**src/rtl/fwd_pkg.sv**
```systemverilog
package fwd_pkg;

  // Operand source selects: the encoding is fixed because the operand
  // multiplexers in the execute stage decode it.
  typedef enum logic [1:0] {
    SEL_RF  = 2'b00,
    SEL_WB  = 2'b01,
    SEL_MEM = 2'b10
  } fwd_sel_e;

  // Priority choice between the two later stages: the nearer one wins.
  function automatic fwd_sel_e pick_source(input logic hit_mem, input logic hit_wb);
    fwd_sel_e s;
    s = SEL_RF;
    if (hit_wb)  s = SEL_WB;
    if (hit_mem) s = SEL_MEM;
    return s;
  endfunction

endpackage

```
**src/rtl/fwd_match.sv**
```systemverilog
module fwd_match #(
  parameter int unsigned REG_W = 5
) (
  input  logic             wr_en,
  input  logic [REG_W-1:0] dst,
  input  logic [REG_W-1:0] src,
  output logic             hit,
  output logic             dst_live
);

  localparam logic [REG_W-1:0] ZERO_REG = '0;

  function automatic logic same_reg(input logic [REG_W-1:0] a, input logic [REG_W-1:0] b);
    return (a == b);
  endfunction

  assign dst_live = wr_en && (dst != ZERO_REG);
  assign hit      = dst_live && same_reg(dst, src);

  always_comb begin
    // register zero is never a forwarding source
    a_r5_zero_dst_no_hit: assert (!(hit && dst == ZERO_REG))
      else $error("match hit on register zero");
    // a stage that does not write is never a forwarding source
    a_r6_no_wr_no_hit: assert (!(hit && !wr_en))
      else $error("match hit without write flag");
  end

endmodule

```
**src/rtl/fwd_pick.sv**
```systemverilog
module fwd_pick
  import fwd_pkg::*;
(
  input  logic       hit_mem,
  input  logic       hit_wb,
  output logic [1:0] sel
);

  fwd_sel_e choice;

  always_comb choice = pick_source(hit_mem, hit_wb);
  assign sel = choice;

  always_comb begin
    // memory stage wins whenever it matches
    a_r4_nearest_wins: assert (!hit_mem || sel == 2'b10)
      else $error("memory stage hit not selected");
    // writeback chosen only when memory stage misses
    a_r3_wb_when_alone: assert (!(hit_wb && !hit_mem) || sel == 2'b01)
      else $error("writeback hit not selected");
    // no hit falls back to the register file
    a_r1_default_rf: assert (hit_mem || hit_wb || sel == 2'b00)
      else $error("select not register file on miss");
    // the unused code never appears
    a_r9_no_code3: assert (sel != 2'b11)
      else $error("illegal select 11");
  end

endmodule

```
**src/rtl/fwd_unit.sv**
```systemverilog
module fwd_unit #(
  parameter int unsigned REG_W = 5
) (
  input  logic [REG_W-1:0] ex_rs,
  input  logic [REG_W-1:0] ex_rt,
  input  logic [REG_W-1:0] exmem_rd,
  input  logic             exmem_wr,
  input  logic [REG_W-1:0] memwb_rd,
  input  logic             memwb_wr,
  output logic [1:0]       fwd_sel_a,
  output logic [1:0]       fwd_sel_b
);

  localparam int unsigned N_OPS = 2;

  logic [REG_W-1:0] src     [N_OPS];
  logic [1:0]       sel     [N_OPS];
  logic             hit_mem [N_OPS];
  logic             hit_wb  [N_OPS];
  logic             live_mem[N_OPS];
  logic             live_wb [N_OPS];

  // operand 0 uses rs, operand 1 uses rt
  assign src[0] = ex_rs;
  assign src[1] = ex_rt;

  for (genvar op = 0; op < N_OPS; op++) begin : g_op
    fwd_match #(.REG_W(REG_W)) u_mem (
      .wr_en(exmem_wr), .dst(exmem_rd), .src(src[op]),
      .hit(hit_mem[op]), .dst_live(live_mem[op])
    );
    fwd_match #(.REG_W(REG_W)) u_wb (
      .wr_en(memwb_wr), .dst(memwb_rd), .src(src[op]),
      .hit(hit_wb[op]), .dst_live(live_wb[op])
    );
    fwd_pick u_pick (
      .hit_mem(hit_mem[op]), .hit_wb(hit_wb[op]), .sel(sel[op])
    );

    always_comb begin
      // a live memory-stage destination equal to the source forwards from it
      a_r2_mem_forward: assert (!(live_mem[op] && exmem_rd == src[op]) || sel[op] == 2'b10)
        else $error("memory stage forward missing");
      // with neither stage live, nothing forwards
      a_r5_dead_stages_rf: assert (live_mem[op] || live_wb[op] || sel[op] == 2'b00)
        else $error("forward from dead stage");
    end
  end

  assign fwd_sel_a = sel[0];
  assign fwd_sel_b = sel[1];

endmodule

```
**config.mk**
```make
export PLATFORM = sky130hd
export DESIGN_NAME = fwd_unit
export DESIGN_NICKNAME = d
export VERILOG_FILES = /design/src/rtl/fwd_pkg.sv /design/src/rtl/fwd_match.sv /design/src/rtl/fwd_pick.sv /design/src/rtl/fwd_unit.sv
export SDC_FILE = /design/constraint.sdc
export NUM_CORES = 1
export LEC_CHECK = 0
export ABC_CLOCK_PERIOD_IN_PS = 1600
export BUFFER_PORTS_ARGS = -buffer_cell sky130_fd_sc_hd__clkbuf_2
export CORE_AREA = 2 2 39 41
export DETAILED_ROUTE_END_ITERATION = 10
export DIE_AREA = 0 0 41 43
export PLACE_DENSITY_LB_ADDON = 0.05
export SYNTH_ARGS = -nofsm -noshare
export SYNTH_HDL_FRONTEND = slang
export SYNTH_SLANG_ARGS = --single-unit
```
**constraint.sdc**
```tcl
create_clock -name vclk -period 1.6
set_input_delay 0.16 -clock vclk [all_inputs]
set_output_delay 0.16 -clock vclk [all_outputs]
set_load 0.05 [all_outputs]
```
==> flow_summary.toml, run 1 <==
[status]
status = "complete, but fails checks"
violations = "setup timing"

[final_layout]
final_area_um2 = 566
multiInputGateArea_um2 = 320
layout.nets = 89
stdcell_count = 81
nClkBuffers = 0
n_fill_cell = 151
area_growth_pct = 98.2
seqCellArea_um2 = 0
layout-drive-gt1-share_pct = 56.9
seq_cell_count = 0
antenna_cells = 0

[global_route]
grt_max_degree = 4
grt_pass1_wl_mm = 1.35
grt_pass1_vias = 325
grt_overflow_total = 0
antenna_found_initial = 0
track_usage_pct = 10.2

[sta]
rsz0062_at_grt = "true"
slew_viol_final = 0
final-hold-violation-count = 0
finalWorstSetupSlack_ns = -0.0722
setup_viol = 2
fin_crit_sh_pct = 105
slew_headroom_pct = 73.9
fin_tns_setup_ns = -0.111
period_needed_ns = 1.67
worstMarginPinSlew_ns = 0.388
max_freq_mhz = 598

[min_path]
hold_start = "memwb_wr"
whs_path_depth = 4
worstHoldEndpoint = "fwd_sel_b[0]"
hold_class = "in -> out"

[setup_path]
crit_type = "in -> out"
cp.required_ns = 1.44
cp-end-kind = "primary output"
crit_buf_inv = 2
critPathMaxFanout = 2
cp_slowest_stage_delay_ns = 0.54
startpoint_type = "primary input"
cp_top_family = "simple AND/OR/NAND/NOR gates"
critical_path_arrival_ns = 1.51
critPathSlowestCell = "or4_4"
cp_cell_sequence = "buf_6 -> or4_4 -> o21ai_4 -> nor4_2 -> nor4_4 -> buf_12"

[power_and_ir_drop]
p_switching_uw = 68.0
p_seq_share_pct = 0
leakagePower_uw = 0.000222
power.share.clock_pct = 0
p_per_area_mw_per_mm2 = 248
power_frac_comb_pct = 100.0
switching_share_pct = 48.6
p_int_uw = 72.0
peakVddDrop_v = 0.0000927

[die]
core_area_mm2 = 0.00138
floorplan.initialDensity_pct = 20.6
die_h_um = 43
ioPinCount = 26
die-area_mm2 = 0.00176
die_x_um = 41
rows = 14

[drt]
wl_met2_um = 415
first_pass_iters = 2
postRouteWirelength_um = 864
ant_nets = 0
wl_per_cell_um = 10.7
routed-via-count = 347
wl_met1_um = 361
drtIter0Drc = 2
maxUsedRoutingLayer = "met3"
drcViolationCount = 0
wl_met3_um = 87
via_per_inst = 4.28

[place]
dpl.cell_count = 81
dpl-instance-area_um2 = 520
pre_cts_ws_ns = -0.0900
numPortBuffers = 26
gp_congestion = 0.675

[synth]
synth_fp_nets = 58
netlist_instances = 36
ys_seq_area_share_pct = 0
ys_warn_count = 0
synthDistinctLibCells = 11
syn_area_um2 = 285
avgSynthCellArea_um2 = 7.92

[flow_run]
cap_violations = 0

[clock_tree]
cts_hold_buf = 0
==> metal layers <==
layer / up-vias / global-route usage [%]
met5: - / 0
met4: 0 / 0
met3: 0 / 0
met2: 19 / 15.9
met1: 145 / 16.1
li1: 183 / -
==> metrics by stage <==
stage / util [%] / hold slack, ns / total power, uW
6_report: 40.9 / 0.712 / 140
5_1_grt: 40.9 / 0.732 / 153
4_1_cts: 37.6 / 0.719 / 129
3_5_place_dp: 37.6 / 0.719 / 128
3_3_place_gp: 37.6 / 0.718 / 130
2_1_floorplan: - / 0.507 / 64.7
==> tightest hold or removal path, cell delays in order <==
cell and delay, ns:
clkbuf_2 0.09, nand4_1 0.11, nor4_4 0.05, buf_12 0.14
==> cells in the final DEF, fill, tap and decap left out <==
cell,synthesis,final
o21ai_4,0,1
nor4_2,2,1
buf_4,2,5
xor2_1,4,4
or4_1,2,1
xnor2_1,16,16
nor4_4,0,3
or4_4,0,1
nor2_1,1,1
buf_12,0,3
nand4_1,2,2
buf_6,0,2
nand3_1,2,2
nand2_1,2,2
clkbuf_2,0,21
==> logic make-up (layout without fill, tap and decap cells) <==
family / count (synthesis) / in the layout / synth area share, %
AND/OR/NAND/NOR: 13 / 13 / 30.3
XOR/XNOR: 20 / 20 / 61.4
AO/OA/AOI/OAI: 1 / 1 / 3.07
buffers and inverters: 2 / 31 / 5.26
==> power groups by stage <==
stage / logic [uW] / clock network [uW] / registers [uW]
final: 140 / 0 / 0
after CTS: 129 / 0 / 0
after global placement: 130 / 0 / 0
after detailed placement: 128 / 0 / 0
after floorplan: 64.7 / 0 / 0
after global routing: 153 / 0 / 0
==> how the worst max path moves through the flow <==
stage | slack [ns] | to | start | cells after the start
final | -0.07 | fwd_sel_b[0] | exmem_rd[3] | 6
after global routing | -0.12 | fwd_sel_b[0] | exmem_rd[3] | 6
after CTS | -0.09 | fwd_sel_b[0] | exmem_rd[4] | 6
after detailed placement | -0.09 | fwd_sel_b[0] | exmem_rd[4] | 6
after global placement | -0.12 | fwd_sel_b[1] | exmem_rd[4] | 6
after floorplan | -0.09 | fwd_sel_a[0] | exmem_rd[3] | 4
==> timing repair <==
action                     CTS  global route
gates resized for setup      0             8
setup endpoints to repair    3             4
setup buffers                0             1
gates cloned                 0             0
pin swaps                    0             1
==> area by class of cell <==
class                      instances  share of cell area [%]
multi-input combinational         34                    56.6
timing repair buffer              31                    39.8
tap                               16                    3.54
==> cells in the mapped netlist, drive strengths merged <==
master,number,area share [%]
buf,2,5.3
nand2,2,2.6
nand3,2,3.5
nand4,2,4.4
nor2,1,1.3
nor4,4,13
o21ai,1,3.1
or4,2,5.3
xnor2,16,49
xor2,4,12
Note: power is estimated with default switching activity, not from simulation.
==> inputs of run 2 (changes only) <==
--- a/config.mk
+++ b/config.mk
@@ -6,10 +6,10 @@
 export NUM_CORES = 1
 export LEC_CHECK = 0
 export ABC_CLOCK_PERIOD_IN_PS = 1600
-export BUFFER_PORTS_ARGS = -buffer_cell sky130_fd_sc_hd__clkbuf_2
 export CORE_AREA = 2 2 39 41
 export DETAILED_ROUTE_END_ITERATION = 10
 export DIE_AREA = 0 0 41 43
+export DONT_BUFFER_PORTS = 1
 export PLACE_DENSITY_LB_ADDON = 0.05
 export SYNTH_ARGS = -nofsm -noshare
 export SYNTH_HDL_FRONTEND = slang
==> run 2 against run 1 <==
  * The flow now finishes without violations
  * Count of clock-buffer cells in the layout unchanged
  * Die area unchanged
  * Sequential share of layout area unchanged
  * Critical endpoint unchanged
  * Largest power group unchanged
==> flow_summary.toml, run 2 (same netlist as run 1, synthesis figures left out) <==
[status]
status = "finished clean"

[power_and_ir_drop]
peakVddDrop_v = 0.0000675
leakagePower_uw = 0.0000948
p_per_area_mw_per_mm2 = 209
finalPower_uw = 78.5

[sta]
final-hold-violation-count = 0
period_needed_ns = 1.58
max_freq_mhz = 631
fin_crit_sh_pct = 99.0
slew_headroom_pct = 73.4
rsz0062_at_grt = "true"
setup_viol = 0
worstMarginPinSlew_ns = 0.397
slew_viol_final = 0
finalWorstSetupSlack_ns = 0.0152

[final_layout]
n_fill_cell = 153
mostFrequentLayoutCell = "xnor2_1"
final_area_um2 = 375
nClkBuffers = 0
antenna_cells = 0
layout.nets = 62
most-common-layout-cells = "xnor2_1 (16), xor2_1 (4)"
area_growth_pct = 31.6
utilization_pct = 27.1
seqCellArea_um2 = 0
layout-drive-gt1-share_pct = 23.7
seq_cell_count = 0

[place]
pre_cts_ws_ns = -0.00437
numPortBuffers = 0
dpl-instance-area_um2 = 375
gp_congestion = 0.660

[drt]
drtIter0Drc = 2
first_pass_iters = 3
drcViolationCount = 0
via_per_inst = 4.85
postRouteWirelength_um = 804
wl_per_cell_um = 14.9
routed-via-count = 262
ant_nets = 0

[setup_path]
critical_path_arrival_ns = 1.42
startpoint_type = "primary input"
cp-end-kind = "primary output"
cp_slowest_stage_delay_ns = 0.54
cp_cell_sequence = "or4_1 -> o21ai_2 -> nor4_2 -> nor4_4 -> buf_12"
cp-startpoint = "exmem_rd[3]"
critPathMaxFanout = 3
crit_end = "fwd_sel_b[0]"
critPathSlowestCell = "or4_1"
cp.required_ns = 1.44
crit_type = "in -> out"

[global_route]
grt_pass1_wl_mm = 1.32
grt_max_degree = 4
track_usage_pct = 10.3
grt_pass1_vias = 312
grt_overflow_total = 0
antenna_found_initial = 0

[die]
die_x_um = 41
rows = 14
core_area_mm2 = 0.00138
ioPinCount = 26
die_h_um = 43
die-area_mm2 = 0.00176
floorplan.initialDensity_pct = 20.6

[min_path]
hold_class = "in -> out"

[clock_tree]
cts_hold_buf = 0
post-cts-setup-buffer-count = 0

[flow_run]
cap_violations = 0
run 2: layout make-up:
| type | count | area [um2] | area share [%] |
|---|---|---|---|
| Timing Repair Buffer | 4 | 55.1 | 14.7 |
| Tap cell | 16 | 20.0 | 5.33 |
| Multi-Input combinational cell | 34 | 300 | 80.0 |
run 2: per-layer routing:
| metal | part of all wire (%) | track usage (%) | routed length, um |
|---|---|---|---|
| met1 | 34 | 13.3 | 272 |
| met2 | 45 | 15.6 | 359 |
| met3 | 21 | 5.76 | 172 |
| met4 | 0 | 0 | 0 |
| met5 | 0 | 0 | 0 |
run 2: through the flow:
| step | setup TNS [ns] | hold WS (ns) | std cells |
|---|---|---|---|
| 4_1_cts | -0.00147 | 0.615 | 54 |
| 3_5_place_dp | -0.00437 | 0.616 | 54 |
| 6_report | 0 | 0.613 | 54 |
| 3_3_place_gp | -0.00698 | 0.609 | 54 |
| 5_1_grt | -0.0202 | 0.632 | 54 |
| 2_1_floorplan | -0.175 | 0.507 | 36 |
run 2: how the worst min path moves through the flow:
stage	from	end	slack (ns)	depth (start not counted)
floorplan	memwb_wr	fwd_sel_a[0]	0.51	2
global placement	memwb_wr	fwd_sel_b[0]	0.61	3
detailed placement	memwb_wr	fwd_sel_b[0]	0.62	3
CTS	memwb_wr	fwd_sel_b[0]	0.61	3
global route	memwb_wr	fwd_sel_a[0]	0.63	3
finish	memwb_wr	fwd_sel_b[0]	0.61	3
run 2: worst max-delay path: cells and delay by family:
kind,cells,cell delay (ns)
buffers and inverters,1,0.18
AND/OR/NAND/NOR,3,0.89
AO/OA/AOI/OAI,1,0.19
run 2: where the power goes:
part	switching, uW	internal (uW)	total [uW]
sequential	0	0	0
clock	0	0	0
combinational	35.1	43.5	78.5
run 2: repair_timing:
action,4_1_cts,5_1_grt
resized for setup,0,0
endpoints found under the hold margin,0,0
setup endpoints to repair,1,2
pin swaps,0,1
